## src/rtl/spi_reg_pkg.sv

```systemverilog
`timescale 1ns/1ps
package spi_reg_pkg;
  typedef enum logic [1:0] {
    OP_INDEX  = 2'd0,
    OP_WRITE  = 2'd1,
    OP_READ   = 2'd2,
    OP_STATUS = 2'd3
  } op_e;

  typedef enum logic [1:0] {M_IDLE, M_FIRST, M_SECOND} mst_e;

  typedef enum logic [2:0] {X_IDLE, X_LEAD, X_LOW, X_HIGH, X_GAP} xfr_e;

  localparam int FRAME_W = 32;
  localparam int NB_W    = $clog2(FRAME_W + 1);

  function automatic logic [7:0] start_byte(input logic id, input logic rs, input logic rw);
    return {5'b01110, id, rs, rw};
  endfunction
endpackage

```

## src/rtl/spi_reg_tick.sv

```systemverilog
`timescale 1ns/1ps
module spi_reg_tick #(
  parameter int HALF = 7
) (
  input  logic clk_i,
  input  logic rst_ni,
  input  logic run_i,
  output logic tick_o
);
  localparam int CW = $clog2(HALF + 1);
  localparam logic [CW-1:0] LAST = CW'(HALF - 1);

  logic [CW-1:0] cnt_q;

  always_ff @(posedge clk_i or negedge rst_ni) begin
    if (!rst_ni)              cnt_q <= '0;
    else if (!run_i)          cnt_q <= '0;
    else if (cnt_q == LAST)   cnt_q <= '0;
    else                      cnt_q <= cnt_q + 1'b1;
  end

  assign tick_o = run_i && (cnt_q == LAST);
endmodule

```

## src/rtl/spi_reg_frame.sv

```systemverilog
`timescale 1ns/1ps
module spi_reg_frame
  import spi_reg_pkg::*;
#(
  parameter int HALF = 7
) (
  input  logic               clk_i,
  input  logic               rst_ni,
  input  logic               go_i,
  input  logic [FRAME_W-1:0] frame_i,
  input  logic [NB_W-1:0]    nbits_i,
  input  logic               miso_i,
  output logic               sclk_o,
  output logic               mosi_o,
  output logic               cs_no,
  output logic               fin_o,
  output logic [15:0]        rx_o
);
  localparam int GW = $clog2(HALF + 1);

  xfr_e               st_q;
  logic [FRAME_W-1:0] sh_q;
  logic [NB_W-1:0]    nb_q, cnt_q;
  logic               tick;

  spi_reg_tick #(.HALF(HALF)) u_tick (
    .clk_i  (clk_i),
    .rst_ni (rst_ni),
    .run_i  (st_q != X_IDLE),
    .tick_o (tick)
  );

  always_ff @(posedge clk_i or negedge rst_ni) begin
    if (!rst_ni) begin
      st_q   <= X_IDLE;
      sh_q   <= '0;
      nb_q   <= '0;
      cnt_q  <= '0;
      sclk_o <= 1'b1;
      mosi_o <= 1'b0;
      cs_no  <= 1'b1;
      fin_o  <= 1'b0;
      rx_o   <= '0;
    end else begin
      fin_o <= 1'b0;
      case (st_q)
        X_IDLE: if (go_i) begin
          sh_q  <= frame_i;
          nb_q  <= nbits_i;
          cnt_q <= '0;
          cs_no <= 1'b0;
          st_q  <= X_LEAD;
        end
        X_LEAD: if (tick) begin
          sclk_o <= 1'b0;
          mosi_o <= sh_q[FRAME_W-1];
          sh_q   <= {sh_q[FRAME_W-2:0], 1'b0};
          st_q   <= X_LOW;
        end
        X_LOW: if (tick) begin
          sclk_o <= 1'b1;
          rx_o   <= {rx_o[14:0], miso_i};
          cnt_q  <= cnt_q + 1'b1;
          st_q   <= X_HIGH;
        end
        X_HIGH: if (tick) begin
          if (cnt_q == nb_q) begin
            cs_no <= 1'b1;
            st_q  <= X_GAP;
          end else begin
            sclk_o <= 1'b0;
            mosi_o <= sh_q[FRAME_W-1];
            sh_q   <= {sh_q[FRAME_W-2:0], 1'b0};
            st_q   <= X_LOW;
          end
        end
        X_GAP: if (tick) begin
          st_q  <= X_IDLE;
          fin_o <= 1'b1;
        end
        default: st_q <= X_IDLE;
      endcase
    end
  end

  // cycles since the last sclk toggle, saturating
  logic          sclk_d;
  logic [GW-1:0] gap_q;
  always_ff @(posedge clk_i or negedge rst_ni) begin
    if (!rst_ni) begin
      sclk_d <= 1'b1;
      gap_q  <= GW'(HALF);
    end else begin
      sclk_d <= sclk_o;
      if (sclk_o != sclk_d)      gap_q <= GW'(1);
      else if (gap_q < GW'(HALF)) gap_q <= gap_q + 1'b1;
    end
  end

  p_sclk_idle_r8: assert property (@(posedge clk_i) disable iff (!rst_ni)
    cs_no |-> sclk_o);
  p_mosi_hold_r8: assert property (@(posedge clk_i) disable iff (!rst_ni)
    sclk_o |-> $stable(mosi_o));
  p_half_min_r9: assert property (@(posedge clk_i) disable iff (!rst_ni)
    (sclk_o != sclk_d) |-> (gap_q >= GW'(HALF)));
endmodule

```

## src/rtl/spi_reg_master.sv

```systemverilog
`timescale 1ns/1ps
module spi_reg_master
  import spi_reg_pkg::*;
#(
  parameter int CLK_HZ      = 50_000_000,
  parameter int MAX_SCLK_HZ = 4_000_000,
  parameter int DIV_HALF    = 2
) (
  input  logic        clk_i,
  input  logic        rst_ni,
  input  logic        start_i,
  input  logic [1:0]  op_i,
  input  logic [7:0]  index_i,
  input  logic [15:0] wdata_i,
  input  logic        dev_id_i,
  input  logic        tx_inv_i,
  output logic        busy_o,
  output logic        done_o,
  output logic [15:0] rdata_o,
  output logic        sclk_o,
  output logic        mosi_o,
  output logic        cs_no,
  input  logic        miso_i
);
  localparam int MIN_HALF = (CLK_HZ + 2 * MAX_SCLK_HZ - 1) / (2 * MAX_SCLK_HZ);
  localparam int HALF     = (DIV_HALF > MIN_HALF) ? DIV_HALF : MIN_HALF;

  mst_e               st_q;
  op_e                op_q;
  logic [15:0]        wd_q;
  logic               go_q, fin;
  logic [FRAME_W-1:0] frame_q, first_f, second_f, inv_m;
  logic [NB_W-1:0]    nb_q, first_nb;
  logic [15:0]        rx;

  assign inv_m = {FRAME_W{tx_inv_i}};

  always_comb begin
    if (op_e'(op_i) == OP_STATUS) begin
      first_f  = {start_byte(dev_id_i, 1'b0, 1'b1), 24'h0};
      first_nb = NB_W'(32);
    end else begin
      first_f  = {start_byte(dev_id_i, 1'b0, 1'b0), 8'h00, index_i, 8'h00};
      first_nb = NB_W'(24);
    end
    if (op_q == OP_READ) second_f = {start_byte(dev_id_i, 1'b1, 1'b1), 16'h0, 8'h00};
    else                 second_f = {start_byte(dev_id_i, 1'b1, 1'b0), wd_q, 8'h00};
  end

  always_ff @(posedge clk_i or negedge rst_ni) begin
    if (!rst_ni) begin
      st_q    <= M_IDLE;
      op_q    <= OP_INDEX;
      wd_q    <= '0;
      go_q    <= 1'b0;
      frame_q <= '0;
      nb_q    <= '0;
      done_o  <= 1'b0;
      rdata_o <= '0;
    end else begin
      go_q   <= 1'b0;
      done_o <= 1'b0;
      case (st_q)
        M_IDLE: if (start_i) begin
          op_q    <= op_e'(op_i);
          wd_q    <= wdata_i;
          frame_q <= first_f ^ inv_m;
          nb_q    <= first_nb;
          go_q    <= 1'b1;
          st_q    <= M_FIRST;
        end
        M_FIRST: if (fin) begin
          if (op_q == OP_WRITE || op_q == OP_READ) begin
            frame_q <= second_f ^ inv_m;
            nb_q    <= NB_W'(24);
            go_q    <= 1'b1;
            st_q    <= M_SECOND;
          end else begin
            if (op_q == OP_STATUS) rdata_o <= rx;
            done_o <= 1'b1;
            st_q   <= M_IDLE;
          end
        end
        M_SECOND: if (fin) begin
          if (op_q == OP_READ) rdata_o <= rx;
          done_o <= 1'b1;
          st_q   <= M_IDLE;
        end
        default: st_q <= M_IDLE;
      endcase
    end
  end

  assign busy_o = (st_q != M_IDLE);

  spi_reg_frame #(.HALF(HALF)) u_frame (
    .clk_i   (clk_i),
    .rst_ni  (rst_ni),
    .go_i    (go_q),
    .frame_i (frame_q),
    .nbits_i (nb_q),
    .miso_i  (miso_i),
    .sclk_o  (sclk_o),
    .mosi_o  (mosi_o),
    .cs_no   (cs_no),
    .fin_o   (fin),
    .rx_o    (rx)
  );

  p_idle_cs_r6: assert property (@(posedge clk_i) disable iff (!rst_ni)
    !busy_o |-> cs_no);
  p_done_cs_r6: assert property (@(posedge clk_i) disable iff (!rst_ni)
    done_o |-> (cs_no && !busy_o));
  p_done_pulse_r10: assert property (@(posedge clk_i) disable iff (!rst_ni)
    done_o |=> !done_o);
  p_busy_hold_r10: assert property (@(posedge clk_i) disable iff (!rst_ni)
    (busy_o && !done_o) |=> (busy_o || done_o));
endmodule

```

## config.mk

```make
export PLATFORM = sky130hd
export DESIGN_NAME = spi_reg_master
export DESIGN_NICKNAME = d
export VERILOG_FILES = /design/src/rtl/spi_reg_pkg.sv /design/src/rtl/spi_reg_tick.sv /design/src/rtl/spi_reg_frame.sv /design/src/rtl/spi_reg_master.sv
export SDC_FILE = /design/constraint.sdc
export NUM_CORES = 1
export LEC_CHECK = 0
export BUFFER_PORTS_ARGS = -buffer_cell sky130_fd_sc_hd__clkbuf_2
export CAP_MARGIN = 20
export CORE_MARGIN = 5
export CORE_UTILIZATION = 35
export DETAILED_ROUTE_END_ITERATION = 10
export PLACE_DENSITY = 0.62
export SETUP_SLACK_MARGIN = 0.3
export SLEW_MARGIN = 30
export SYNTH_ARGS = -nofsm -noshare
export SYNTH_HDL_FRONTEND = slang
export SYNTH_HIERARCHICAL = 1
export SYNTH_SLANG_ARGS = --single-unit
```

## constraint.sdc

```tcl
create_clock -name clk_i -period 5.6 [get_ports clk_i]
set_clock_uncertainty 0.05 [all_clocks]
set_input_delay 1.12 -clock clk_i [delete_from_list [all_inputs] [get_ports clk_i]]
set_output_delay 1.12 -clock clk_i [all_outputs]
set_load 0.005 [all_outputs]
```

After elaboration in Yosys (flattened, before gate mapping) --
Index checks and enable logic that the tools add are counted.
Cells by class: $add $sub $neg 2, reductions and logical operators 25, eq/ne operators 26, mux-type cells 62, bitwise gates (word level) 2
Operators by type and width (number):
- $mux 32 | 7
- $pmux 32 s3 | 1
- $mux 16 | 5
- $pmux 32 s2 | 1
- $xor 31x32->32 | 2
- $mux 25 | 2
- $mux 6 | 6
- $pmux 16 s2 | 1
- $mux 3 | 8
- $pmux 6 s2 | 2
- $mux 1 | 18
- $pmux 3 s5 | 1
- $reduce_and 5->1 | 3
- $ne 2x1->1 const B | 7
- $ne 2x2->1 const B | 7
- $reduce_and 4->1 | 3
- $reduce_bool 2->1 | 6
- $reduce_bool 3->1 | 3
- $eq 2x2->1 const B | 4
- $mux 2 | 4
- $pmux 1 s2 | 4
- $add 6x1->6 const B | 1
- $eq 3x2->1 const B | 2
- $eq 3x3->1 const B | 2
- 13 further kinds | 17
Storage, ports and cells: output and inout port bits 21, word-level logic and storage cells 135, input bits 32, flip-flop bits (word level) 146

Depth between registers and ports, before layout --
depth in word-level cells 6, mapped depth 9, gate-level depth less buffers 7

Modules after synthesis --
Netlist, hierarchy kept.
By module, submodules not included:
- spi_reg_frame | area an instance 3141.8 um^2, times used 1, cells an instance 276
- spi_reg_master | area an instance 2806.4 um^2, times used 1, cells an instance 233
- spi_reg_tick | area an instance 130.1 um^2, times used 1, cells an instance 14

Worst setup path after synthesis --
Ideal clock, no wire load.
path type input-to-reg, from input start_i, to register op_q[0], setup slack 3.472 ns, stages 3, path buffers 1, setup time 0.125 ns, arrival 1.954 ns, path through nand2_1 buf_2 mux2_2
On the way: cells in the longest elaborated chain, start to end 1
Ends and longest elaborated chain:
- start, declared | RTL line spi_reg_master.sv:11 | input logic start_i,
- $reduce_and 2->1 (no source line)
- end signal, assigned | RTL line spi_reg_master.sv:65 | op_q <= op_e'(op_i);
- end, declared | RTL line spi_reg_master.sv:29 | op_e op_q;
No other way between the ends. A chain may end at the register's enable or synchronous reset.

==> impl_metrics.tcl <==
set metrics [dict create \
    ys_seq_elements 131 \
    vias 3982 \
    r2r_end "u_frame/rx_o[1]" \
    grt.overflow.total 0 \
    gr-usage-all-layers 0.126 \
    synth_seq_area_share 0.540 \
    power_density_nw_per_um2 545 \
    r2r_setup_slack_ns 3.06 \
    cts_max_level 4 \
    critical_path_class "flip-flop to primary output" \
    holdWs_ns 0.427 \
    syn_avg_cell_area_sq_um 11.6 \
    rr_startpoint "u_frame/st_q[0]" \
    insertion_delay_ns 0.41 \
    tns_ns 0 \
    fmax_ghz 0.390 \
    drive_gt1_frac 0.255 \
    drt_first_iter_violations 245 \
    grt_max_degree 76 \
    wirelength_um 12000 \
    fp.dieH_um 142 \
    maxSlewHeadroom 0.464 \
    netlist_area_sq_um 6080 \
    postCtsSetupRepairBufs 0 \
    synthArstFlopShare 1.00 \
    yosysWarnings 6 \
    viasPerCell 4.94 \
    dieArea_sq_um 20100 \
    cts_root_buf "clkbuf_16" \
    cp_data_required_time_ns 4.43 \
    syn_inst 523 \
    hold_end "frame_q[22]" \
    wl_per_cell_um 14.9 \
    synth.top_cell.area_share 0.531 \
    grt_pass1_vias 4220 \
    worst_hold_startpoint "frame_q[22]" \
    cts_resized 0 \
    synth_edf_count 0 \
    crit_arrival_ns 1.39 \
    min_period_over_period 0.458 \
    synth_area_leader_cell "dfrtp_1" \
    rsz0062_at_grt "false" \
    outcome "complete, no violations" \
    grt_pass1_wl_um 20700 \
    fp.dieW_um 142 \
    cp-start-kind "flip-flop" \
    utilization 0.411 \
    max-vdd-ir-drop_mv 0.308 \
    worst-r2r-cell-count 5 \
    setup_viol 0 \
    ant_nets 0 \
    worst_pin_slew_ns 0.804 \
    cts_buffer_depth 2 \
    report.final.slew_viol_count 0 \
    drv_cap 0 \
    syn_to_final_growth_pct 16.1 \
    p_leak_nw 3.34 \
    dp.final_hpwl_um 7770 \
    clock_sinks 131 \
    drt_first_pass_iters 4 \
    antenna_found_initial 0 \
    ys_types 49 \
    rows 48 \
    coreArea_sq_um 17200 \
    ys_top_cells_by_area "dfrtp_1 53%, mux2_2 7.8%, a32oi_1 5.5%" \
    path_clk_slew_ns 0.05 \
    portBuffers 52 \
    min_period_ns 2.56 \
    drc 0 \
    p_total_mw 3.85 \
    cts_buffers 17 \
    io_pins 53 \
    place_congestion 0.723 \
    cts_tree "yes" \
    start_util 0.354 \
    hold_viol 0 \
    antenna_cells 0 \
    min_path_type "flip-flop to flip-flop" \
    crit_path_end_kind "primary output" \
    layout.nets 609 \
    hold_path_depth 2 \
    cp_max_fo 4 \
    holdBufCountCts 0 \
    synth_ff_type "dfrtp_1" \
]
[through the flow]
| stage | instances | area (sq um) | worst slack [ns] |
|---|---|---|---|
| 2_1_floorplan | 525 | 6090 | 3.47 |
| 3_3_place_gp | 774 | 6480 | 2.95 |
| 3_5_place_dp | 774 | 6480 | 2.91 |
| 4_1_cts | 806 | 7050 | 3.02 |
| 5_1_grt | 806 | 7060 | 2.91 |
| 6_report | 806 | 7060 | 3.04 |
[layer usage]
metal	GRT usage	wire length [um]
met5	0	0
met3	0.0361	282
met1	0.163	5720
met2	0.205	5890
met4	0.0419	122
[cells in the mapped netlist (all sizes together), types with 2 or more instances]
| library cell | number |
|---|---|
| clkbuf | 6 |
| nand4 | 2 |
| dfrtp | 129 |
| o21a | 2 |
| nor3 | 3 |
| mux2i | 32 |
| dfstp | 2 |
| xor2 | 19 |
| inv | 10 |
| buf | 27 |
| a21oi | 5 |
| nand2b | 7 |
| nand2 | 69 |
| nor2 | 41 |
| or2 | 2 |
| a31oi | 2 |
| a22oi | 2 |
| and3 | 4 |
| nor2b | 2 |
| ha | 9 |
| o22ai | 3 |
| nand3 | 6 |
| a32oi | 38 |
| o21ai | 25 |
| o2111ai | 2 |
| o21bai | 2 |
| xnor2 | 9 |
| mux2 | 52 |
[cells in the final DEF, fill, tap and decap left out, drive strengths merged, types with 2 or more instances in the layout]
| cell | n |
|---|---|
| a32oi | 38 |
| and3 | 4 |
| ha | 9 |
| xor2 | 19 |
| o21ai | 25 |
| a22oi | 2 |
| nor3 | 3 |
| nand4 | 2 |
| conb | 3 |
| a21oi | 5 |
| xnor2 | 9 |
| nand2b | 7 |
| bufinv | 2 |
| clkbuf | 77 |
| inv | 10 |
| clkinv | 4 |
| dfstp | 2 |
| o21bai | 2 |
| o2111ai | 2 |
| nor2 | 41 |
| nor2b | 2 |
| mux2 | 52 |
| buf | 6 |
| o22ai | 3 |
| nand2 | 69 |
| dfrtp | 129 |
| nand3 | 6 |
| or2 | 2 |
| o21a | 2 |
| a31oi | 2 |
| mux2i | 32 |
[where the power goes]
part / switching, mW / total (mW) / internal, mW
Sequential: 0.220 / 1.50 / 1.28
Clock: 0.372 / 1.06 / 0.688
Combinational: 0.730 / 1.29 / 0.558
Total: 1.32 / 3.85 / 2.52
[state kept, by name, indices dropped and copies added (netlist names)]
| signal | cells |
|---|---|
| u_frame/mosi_o | 1 |
| u_frame/st_q | 3 |
| u_frame/nb_q | 6 |
| u_frame/sclk_o | 1 |
| done_o | 1 |
| u_frame/rx_o | 16 |
| u_frame/cs_no | 1 |
| u_frame/sh_q | 32 |
| frame_q | 21 |
| wd_q | 16 |
| u_frame/fin_o | 1 |
| st_q | 2 |
| rdata_o | 16 |
| u_frame/u_tick/cnt_q | 3 |
| nb_q | 2 |
| op_q | 2 |
| u_frame/cnt_q | 6 |
| go_q | 1 |
[cells by family after synthesis]
group | share of synthesized area
buf+inv | 0.0383
compound gates | 0.106
xor+xnor | 0.0403
flops | 0.540
mux | 0.155
fa+ha+maj | 0.0185
other cells | 0.000617
simple gates | 0.101
[critical path, stage by stage (launching register included)]
cell	delay [ns]
dfrtp_1	0.41
inv_1	0.15
ha_1	0.27
inv_1	0.06
clkbuf_2	0.11
[area by class of cell]
class                           instances  area [sq um]
Fill cell                            1687         10100
Sequential cell                       131          3280
Multi-Input combinational cell        351          2580
Clock buffer                           26           489
Timing Repair Buffer                   57           304
Tap cell                              225           282
Clock inverter                          6          80.1
Inverter                               10          37.5
[worst max path at each step]
| stage | slack (ns) | start | endpoint |
|---|---|---|---|
| final | 3.04 | st_q[0] | busy_o |
| after global routing | 2.91 | st_q[1] | busy_o |
| after CTS | 3.02 | st_q[0] | busy_o |
| after detailed placement | 2.91 | rst_ni | u_frame/mosi_o |
| after global placement | 2.95 | rst_ni | u_frame/mosi_o |
| after floorplan | 3.47 | start_i | op_q[0] |
Power figures use the tool's default switching activity.
